==> config.mk <==
export PLATFORM = sky130hd
export DESIGN_NAME = dpll_seq
export DESIGN_NICKNAME = d
export VERILOG_FILES = /design/src/rtl/dpll_seq_pkg.sv /design/src/rtl/dpll_wait_timer.sv /design/src/rtl/dpll_err_flags.sv /design/src/rtl/dpll_cfg_query.sv /design/src/rtl/dpll_seq.sv
export SDC_FILE = /design/constraint.sdc
export NUM_CORES = 1
export LEC_CHECK = 0
export BUFFER_PORTS_ARGS = -buffer_cell sky130_fd_sc_hd__buf_2
export CORE_ASPECT_RATIO = 1.1
export CORE_UTILIZATION = 50
export CTS_BUF_LIST = sky130_fd_sc_hd__clkbuf_2 sky130_fd_sc_hd__clkbuf_4 sky130_fd_sc_hd__clkbuf_8
export DETAILED_ROUTE_END_ITERATION = 10
export MAX_ROUTING_LAYER = met4
export PLACE_DENSITY = 0.79
export SLEW_MARGIN = 10
export SYNTH_ARGS = -nofsm -noshare
export SYNTH_HDL_FRONTEND = slang
export SYNTH_SLANG_ARGS = --single-unit
==> constraint.sdc <==
create_clock -name clk -period 2.45 [get_ports clk]
set_input_delay 0.1225 -clock clk [delete_from_list [all_inputs] [get_ports clk]]
set_output_delay 0.1225 -clock clk [all_outputs]
set_load 0.05 [all_outputs]
==> src/rtl/dpll_seq_pkg.sv <==
package dpll_seq_pkg;

   typedef enum logic [3:0] {
      ST_IDLE,
      ST_UP_PWR,
      ST_WR0,
      ST_RD0,
      ST_WR1,
      ST_RD1,
      ST_UP_LOCK,
      ST_DN_LOCK,
      ST_DN_PWR
   } seq_state_e;

   localparam int ERR_PWRUP  = 0;
   localparam int ERR_LOCK   = 1;
   localparam int ERR_UNLOCK = 2;
   localparam int ERR_PWRDN  = 3;
   localparam int ERR_N      = 4;

endpackage

==> src/rtl/dpll_wait_timer.sv <==
module dpll_wait_timer #(
   parameter int unsigned LIMIT = 4
) (
   input  logic clk,
   input  logic rst_n,
   input  logic clr,
   input  logic run,
   output logic expired
);
   localparam int CW = $clog2(LIMIT + 1);

   logic [CW-1:0] cnt;

   assign expired = run && (cnt == CW'(LIMIT - 1));

   always_ff @(posedge clk) begin
      if (!rst_n)          cnt <= '0;
      else if (clr || !run) cnt <= '0;
      else if (!expired)   cnt <= cnt + 1'b1;
   end
endmodule

==> src/rtl/dpll_err_flags.sv <==
module dpll_err_flags #(
   parameter int N = 4
) (
   input  logic         clk,
   input  logic         rst_n,
   input  logic [N-1:0] set,
   output logic [N-1:0] flags
);
   for (genvar i = 0; i < N; i++) begin : g_flag
      logic q;
      always_ff @(posedge clk) begin
         if (!rst_n)      q <= 1'b0;
         else if (set[i]) q <= 1'b1;
      end
      assign flags[i] = q;
   end
endmodule

==> src/rtl/dpll_cfg_query.sv <==
module dpll_cfg_query #(
   parameter int CFG_W    = 32,
   parameter int HDMI_BIT = 0,
   parameter bit QRY_REG  = 1'b1
) (
   input  logic             clk,
   input  logic             rst_n,
   input  logic             cap0_en,
   input  logic             cap1_en,
   input  logic [CFG_W-1:0] rdata,
   input  logic             pll_on,
   input  logic             qry,
   output logic             qry_valid,
   output logic             qry_on,
   output logic [CFG_W-1:0] qry_cfg0,
   output logic [CFG_W-1:0] qry_cfg1
);
   logic [CFG_W-1:0] word0_q, word1_q;
   logic [CFG_W-1:0] ans0, ans1;

   always_ff @(posedge clk) begin
      if (!rst_n) begin
         word0_q <= '0;
         word1_q <= '0;
      end else begin
         if (cap0_en) word0_q <= rdata;
         if (cap1_en) word1_q <= rdata;
      end
   end

   always_comb begin
      ans0 = pll_on ? word0_q : '0;
      ans1 = (pll_on && word0_q[HDMI_BIT]) ? word1_q : '0;
   end

   if (QRY_REG) begin : g_qry_reg
      always_ff @(posedge clk) begin
         if (!rst_n) begin
            qry_valid <= 1'b0;
            qry_on    <= 1'b0;
            qry_cfg0  <= '0;
            qry_cfg1  <= '0;
         end else begin
            qry_valid <= qry;
            qry_on    <= qry && pll_on;
            qry_cfg0  <= qry ? ans0 : '0;
            qry_cfg1  <= qry ? ans1 : '0;
         end
      end
   end else begin : g_qry_comb
      assign qry_valid = qry;
      assign qry_on    = qry && pll_on;
      assign qry_cfg0  = qry ? ans0 : '0;
      assign qry_cfg1  = qry ? ans1 : '0;
   end
endmodule

==> src/rtl/dpll_seq.sv <==
module dpll_seq
   import dpll_seq_pkg::*;
#(
   parameter int          CFG_W    = 32,
   parameter int          HDMI_BIT = 0,
   parameter int unsigned CLK_KHZ  = 200000,
   parameter int unsigned TMO_US   = 5000,
   parameter bit          QRY_REG  = 1'b1
) (
   input  logic                                clk,
   input  logic                                rst_n,
   input  logic                                cmd_en,
   input  logic                                cmd_dis,
   input  logic [CFG_W-1:0]                    cfg_word0_in,
   input  logic [CFG_W-1:0]                    cfg_word1_in,
   input  logic                                pwr_state,
   input  logic                                pll_lock,
   input  logic [CFG_W-1:0]                    cfg_rdata,
   input  logic                                qry,
   output logic                                pwr_req,
   output logic                                pll_en,
   output logic                                cfg_wr,
   output logic                                cfg_rd,
   output logic                                cfg_sel,
   output logic [CFG_W-1:0]                    cfg_wdata,
   output logic                                busy,
   output logic [dpll_seq_pkg::ERR_N-1:0]      err,
   output logic                                qry_valid,
   output logic                                qry_on,
   output logic [CFG_W-1:0]                    qry_cfg0,
   output logic [CFG_W-1:0]                    qry_cfg1
);
   localparam int unsigned TMO_CYC = CLK_KHZ * TMO_US / 1000;

   if (TMO_CYC < 2) begin : g_bad_tmo
      $error("dpll_seq: timeout must be at least two cycles");
   end
   if (HDMI_BIT >= CFG_W) begin : g_bad_hdmi
      $error("dpll_seq: HDMI_BIT outside the configuration word");
   end

   seq_state_e       st_q, st_d;
   logic [CFG_W-1:0] cfg0_q, cfg1_q;
   logic             latch, pwr_set, pwr_clr, en_set, en_clr;
   logic             cap0_en, cap1_en;
   logic [ERR_N-1:0] err_set;
   logic             in_wait, tmo;

   assign in_wait = (st_q == ST_UP_PWR) || (st_q == ST_UP_LOCK) ||
                    (st_q == ST_DN_LOCK) || (st_q == ST_DN_PWR);

   dpll_wait_timer #(.LIMIT(TMO_CYC)) u_timer (
      .clk     (clk),
      .rst_n   (rst_n),
      .clr     (st_d != st_q),
      .run     (in_wait),
      .expired (tmo)
   );

   always_comb begin
      st_d    = st_q;
      latch   = 1'b0;
      pwr_set = 1'b0;
      pwr_clr = 1'b0;
      en_set  = 1'b0;
      en_clr  = 1'b0;
      cap0_en = 1'b0;
      cap1_en = 1'b0;
      err_set = '0;
      case (st_q)
         ST_IDLE: begin
            if (cmd_en) begin
               st_d    = ST_UP_PWR;
               pwr_set = 1'b1;
               latch   = 1'b1;
            end else if (cmd_dis) begin
               st_d   = ST_DN_LOCK;
               en_clr = 1'b1;
            end
         end
         ST_UP_PWR: begin
            if (pwr_state || tmo) begin
               st_d               = ST_WR0;
               err_set[ERR_PWRUP] = !pwr_state;
            end
         end
         ST_WR0: st_d = ST_RD0;
         ST_RD0: begin
            cap0_en = 1'b1;
            if (cfg0_q[HDMI_BIT]) begin
               st_d = ST_WR1;
            end else begin
               st_d   = ST_UP_LOCK;
               en_set = 1'b1;
            end
         end
         ST_WR1: st_d = ST_RD1;
         ST_RD1: begin
            cap1_en = 1'b1;
            st_d    = ST_UP_LOCK;
            en_set  = 1'b1;
         end
         ST_UP_LOCK: begin
            if (pll_lock || tmo) begin
               st_d              = ST_IDLE;
               err_set[ERR_LOCK] = !pll_lock;
            end
         end
         ST_DN_LOCK: begin
            if (!pll_lock || tmo) begin
               st_d                = ST_DN_PWR;
               pwr_clr             = 1'b1;
               err_set[ERR_UNLOCK] = pll_lock;
            end
         end
         ST_DN_PWR: begin
            if (!pwr_state || tmo) begin
               st_d               = ST_IDLE;
               err_set[ERR_PWRDN] = pwr_state;
            end
         end
         default: st_d = ST_IDLE;
      endcase
   end

   always_ff @(posedge clk) begin
      if (!rst_n) begin
         st_q    <= ST_IDLE;
         pwr_req <= 1'b0;
         pll_en  <= 1'b0;
         cfg0_q  <= '0;
         cfg1_q  <= '0;
      end else begin
         st_q <= st_d;
         if (pwr_set)      pwr_req <= 1'b1;
         else if (pwr_clr) pwr_req <= 1'b0;
         if (en_set)       pll_en  <= 1'b1;
         else if (en_clr)  pll_en  <= 1'b0;
         if (latch) begin
            cfg0_q <= cfg_word0_in;
            cfg1_q <= cfg_word1_in;
         end
      end
   end

   assign busy      = (st_q != ST_IDLE);
   assign cfg_wr    = (st_q == ST_WR0) || (st_q == ST_WR1);
   assign cfg_rd    = (st_q == ST_RD0) || (st_q == ST_RD1);
   assign cfg_sel   = (st_q == ST_WR1) || (st_q == ST_RD1);
   assign cfg_wdata = cfg_sel ? cfg1_q : cfg0_q;

   dpll_err_flags #(.N(ERR_N)) u_err (
      .clk   (clk),
      .rst_n (rst_n),
      .set   (err_set),
      .flags (err)
   );

   dpll_cfg_query #(
      .CFG_W    (CFG_W),
      .HDMI_BIT (HDMI_BIT),
      .QRY_REG  (QRY_REG)
   ) u_qry (
      .clk       (clk),
      .rst_n     (rst_n),
      .cap0_en   (cap0_en),
      .cap1_en   (cap1_en),
      .rdata     (cfg_rdata),
      .pll_on    (pll_en),
      .qry       (qry),
      .qry_valid (qry_valid),
      .qry_on    (qry_on),
      .qry_cfg0  (qry_cfg0),
      .qry_cfg1  (qry_cfg1)
   );
endmodule

# == After elaboration in Yosys (flattened, before gate mapping) ==
# Index checks and enable logic that the tools add are counted.
# classes
add_sub_neg,1
multipliers,0
n_div,0
order_cmp,0
n_eq_ne,10
n_shift,0
mux,32
n_bitwise,1
n_reduce_logical,24
# op_table
op,count
case mux 4 bit (9 select lines),1
2-to-1 mux 32 bit,1
2-to-1 mux 4 bit,6
2-to-1 mux 1 bit,22
"adder 20 x 1 -> 20 bit, second input constant",1
"equality test 20 bit, second input constant",1
"equality test 4 x 3 -> 1 bit, second input constant",4
logical OR 1 bit,11
"equality test 4 x 2 -> 1 bit, second input constant",2
AND reduction 3 bit,2
"equality test 4 x 1 -> 1 bit, second input constant",1
"equality test 4 bit, second input constant",1
logical NOT 4 bit,1
inequality test 4 bit,1
nonzero test 2 bit,2
nonzero test 4 bit,1
logical AND 1 bit,3
logical NOT 1 bit,3
2-to-1 mux 2 bit,1
case mux 1 bit (2 select lines),1
OR reduction 2 bit,1
inverter 1 bit,1
# word_totals
reg_bits,224
latchBits,0
ramBits,0
mem_bits_ro,0
inputBits,103
out_inout_bits,108
mem_count,0

# == Logic depth before layout (Yosys ltp) ==
# logic_depth
depth_word,11
ltp_mapped,8
mapped_depth_nobuf,5

# == By module ==
# Synthesis repeated with hierarchy kept, for this count alone.
# unflattened
cells_unflattened,865
hier_area_um2,8709.6
# modules_own_cells
mod,instances,cells_each,area_each_um2,seq_area_each_um2
dpll_cfg_query,1,349,4250.3,2602.5
dpll_seq,1,387,3342.0,1401.3
dpll_wait_timer,1,117,977.2,400.4
dpll_err_flags,1,12,140.1,80.1

# == Least setup slack after synthesis ==
# OpenSTA, ideal clock, no wires.
# synth_timing
path_kind,register to output
from,reg st_q[2]
to,out cfg_wdata[22]
arrival_ps,2403
required_time_ps,2328
setup_slack_ps,-75
stages_incl_launch_ff,5
path_cell_list,dfxtp_1 > clkbuf_1 > nor3b_1 > clkbuf_1 > mux2_2
# synth_between
elab_chain_cells,3
word_cells_on_any_way,4
# synth_rtl
item,line_no,rtl
"start, declared",dpll_seq.sv:42,"seq_state_e st_q, st_d;"
"start signal, assigned",dpll_seq.sv:134,st_q <= st_d;
equality test 4 x 3 -> 1 bit,dpll_seq.sv:149,assign cfg_sel = (st_q == ST_WR1) || (st_q == ST_RD1);
logical OR 1 bit *,dpll_seq.sv:149,
via cfg_sel,dpll_seq.sv:24,"output logic cfg_sel,"
2-to-1 mux 32 bit *,dpll_seq.sv:150,assign cfg_wdata = cfg_sel ? cfg1_q : cfg0_q;
"end, declared",dpll_seq.sv:25,"output logic [CFG_W-1:0] cfg_wdata,"
# Mark *: on every way through the listed nets, which the timed path passes. The rest lies on a longest branch.

# == Final worst setup path ==
# layout_timing
from,reg st_q[1]
to,out cfg_wdata[29]
# layout_between
elab_chain_cells,3
word_cells_on_any_way,4
# layout_rtl
item,line_no
equality test 4 x 3 -> 1 bit,dpll_seq.sv:149
logical OR 1 bit *,dpll_seq.sv:149
2-to-1 mux 32 bit *,dpll_seq.sv:150
# Mark *: on every way between the ends. The rest lies on a longest branch, timed or not.

==> metrics <==
number of global-route vias before repair=7698; DPL Wire Length=12.80 mm; post-route ant nets=0; Pwr Total=0.01102 W; Routed WL=roughly 23 mm; Global Route Usage Sum=26.71%; #FFs+latches synth=224; CP endpoint=cfg_wdata[29]; Primary FF master, synth=dfxtp_1; Setup Viol. Count Final=0; NumNets Final=1347; worst relative slew slack=59.36%; DIE HEIGHT=138.9 µm; Slew Limit Fails=0; Synth Area per Inst=9.105 µm²; CTS Buf Count=37; Initial DRT Pass Iterations=5; register area=around 4500 µm²; share of layout cells above drive strength 1=between 20% and 30%; die width=126.5 µm; DR WL/cell=15.55 µm; MaxCap Viol Count=0; gpl congestion=0.8274; reg-to-reg startpoint=st_q[1]$_SDFF_PN0_; Final period util=98.43%; Startpoint Class=flip-flop; Initial Utilization=about half; CTS tree=done; worst r2r path cells=6; Leak=between 4 and 5 nW; synth top area cells=dfxtp_1 53%, nand2_1 12%, a21boi_0 12%; asr flop ratio synth=0%; Register-to-Register Setup Slack=110 ps; fillers=1160; Finished Cell Area=around 12000 µm²; skew final=about 25 ps; initial antenna violation count=2; Hold WS=37.00 ps; cell accounting for the most synthesized area=dfxtp_1; Worst Max-Slew Pin Slew=608.8 ps; crit path kind=flip-flop to output pin; Rows=49; Multi-input gate area=roughly 3700 µm²; P per Cell Area=approximately 940 nW/µm²; outcome=complete, no violations; Worst VDD drop=829.6 µV; Yosys top cell area share=between 50% and 60%; sequential area share after synthesis=a little over half; Hold Path Class=input pin to flip-flop; Final Hold Vio Count=0; post-synth cell types=47; vias per cell=5.177; Mapped Cells=about 940; Arr. time, crit path=2290 ps; H-tree levels=2; Placeable Area=roughly 16000 µm²; CP max FO=33; RSZ-0062 raised after global routing=true; origin of the worst setup path=st_q[1]$_SDFF_PN0_; number of synthesized flops with an enable pin=0; clock sinks=224; post-CTS setup buffer count=0; Area after DPL=~9800 µm²; total die area=17570 µm²; synth warn=0; Root Driver=clkbuf_8; DRC violation count after routing=0; Mapped Area=between 8000 and 9000 µm²; gr ovfl total=0; DR vias=about 7600; I/O pins=211; commonest non-fill, non-tap cell in the layout=nand2_1; DRT iter0 DRCs=approximately 370; Syn-to-layout area delta=37.62%; required time worst endpoint=2330 ps; crit end category=output pin; clk slew on worst S/H paths=60 ps; max frequency=414.7 MHz; deepest clock path buffer count=3; IO buf count=210; crit path time final=2412 ps; Worst R2R End=cfg1_q[13]$_SDFFE_PN0P_; commonest cells after routing, fill and taps aside=269 x nand2_1, 224 x dfxtp_1, 209 x buf_2; Syn Nets=1040; Skew-Pair Late Insertion Delay=540 ps; first-pass GRT wire length=36.60 mm; pin count of the biggest net entering global routing=65
-- through the flow --
step	worst slack, ps	instances	utilization [%]	setup TNS, ps
finish	38.49	1477	71.11	0
global route	-47.66	1477	71.11	-710.7
CTS	34.33	1475	71.04	0
detailed placement	198.7	1299	59.22	0
global placement	248.2	1299	59.22	0
floorplan	117.8	936	-	0
-- report_power, final --
group          internal, W  total (W)  switching, W
clock network      0.00215    0.00366       0.00151
logic              0.00106    0.00311       0.00205
registers          0.00400    0.00425      0.000250
total              0.00721     0.0110       0.00381
-- critical path: stages, from the launching register on --
cell,delay (ps)
dfxtp_1,490
nor3b_2,380
buf_12,260
mux2_2,380
buf_2,220
-- cell type report --
cell class              instances  area share, %
repair buffers                342          20.29
clock inverters                10          1.056
inverters                       7         0.2240
well taps                     204          2.176
flip-flops and latches        224          38.24
diodes                          2        0.04268
multi-input cells             631          31.71
clock buffers                  57          6.263
-- Yosys cell counts (all sizes together), types with 6 or more instances --
| cell | count |
|---|---|
| nand2 | 270 |
| dfxtp | 224 |
| a21boi | 131 |
| clkbuf | 62 |
| and3 | 38 |
| and2 | 37 |
| mux2 | 32 |
| a211oi | 22 |
| xnor2 | 17 |
| buf | 12 |
| nor3 | 11 |
| nor2 | 9 |
| nand3 | 8 |
| inv | 7 |
| nor2b | 6 |
| o21ai | 6 |
-- sequential cells by signal (all words and copies together), names as in the netlist --
name and flops:
cfg0_q 32, cfg1_q 32, u_qry.qry_cfg0 32, u_qry.qry_cfg1 32
u_qry.word0_q 32, u_qry.word1_q 32, u_timer.cnt 20, st_q 4
u_err.g_flag.q 4, pll_en 1, pwr_req 1, u_qry.qry_on 1
u_qry.qry_valid 1
-- per-layer routing --
layer  share of wire [%]  track usage (%)  vias to the layer above
met1                  40            28.49                     3589
li1                    -                -                     3727
met5                   0                -                        -
met2                  50            46.79                      263
met3                 6.3            6.289                       67
met4                 3.5            11.92                        0
-- cells by family (layout without fill, tap and decap cells) --
family / count (synthesis) / after routing / synth area share, %
adder cells (fa/ha/maj): 1 / 1 / 0.1468
other: 0 / 2 / 0
AO/OA/AOI/OAI: 178 / 178 / 15.52
multiplexers: 33 / 33 / 4.346
AND/OR/NAND/NOR: 398 / 398 / 21.29
flip-flops: 224 / 224 / 52.62
XOR/XNOR: 21 / 21 / 2.158
buffers and inverters: 81 / 416 / 3.920
-- worst min path at each step --
stage               startpoint                              to  slack, ps  cells past startpoint
CTS                   pll_lock  u_err.g_flag[1].q$_SDFFE_PN0P_         20                      4
floorplan                  qry      u_qry.qry_valid$_SDFF_PN0_        250                      1
global route          pll_lock  u_err.g_flag[1].q$_SDFFE_PN0P_         60                      4
finish                pll_lock  u_err.g_flag[1].q$_SDFFE_PN0P_         40                      4
global placement           qry      u_qry.qry_valid$_SDFF_PN0_        340                      2
detailed placement         qry      u_qry.qry_valid$_SDFF_PN0_        340                      2
-- repair_timing --
action	CTS	global route
gates resized for setup	0	1
hold buffers	109	0
setup endpoints to repair	0	36
hold endpoints to repair	135	0
(Power assumes the default switching activity.)
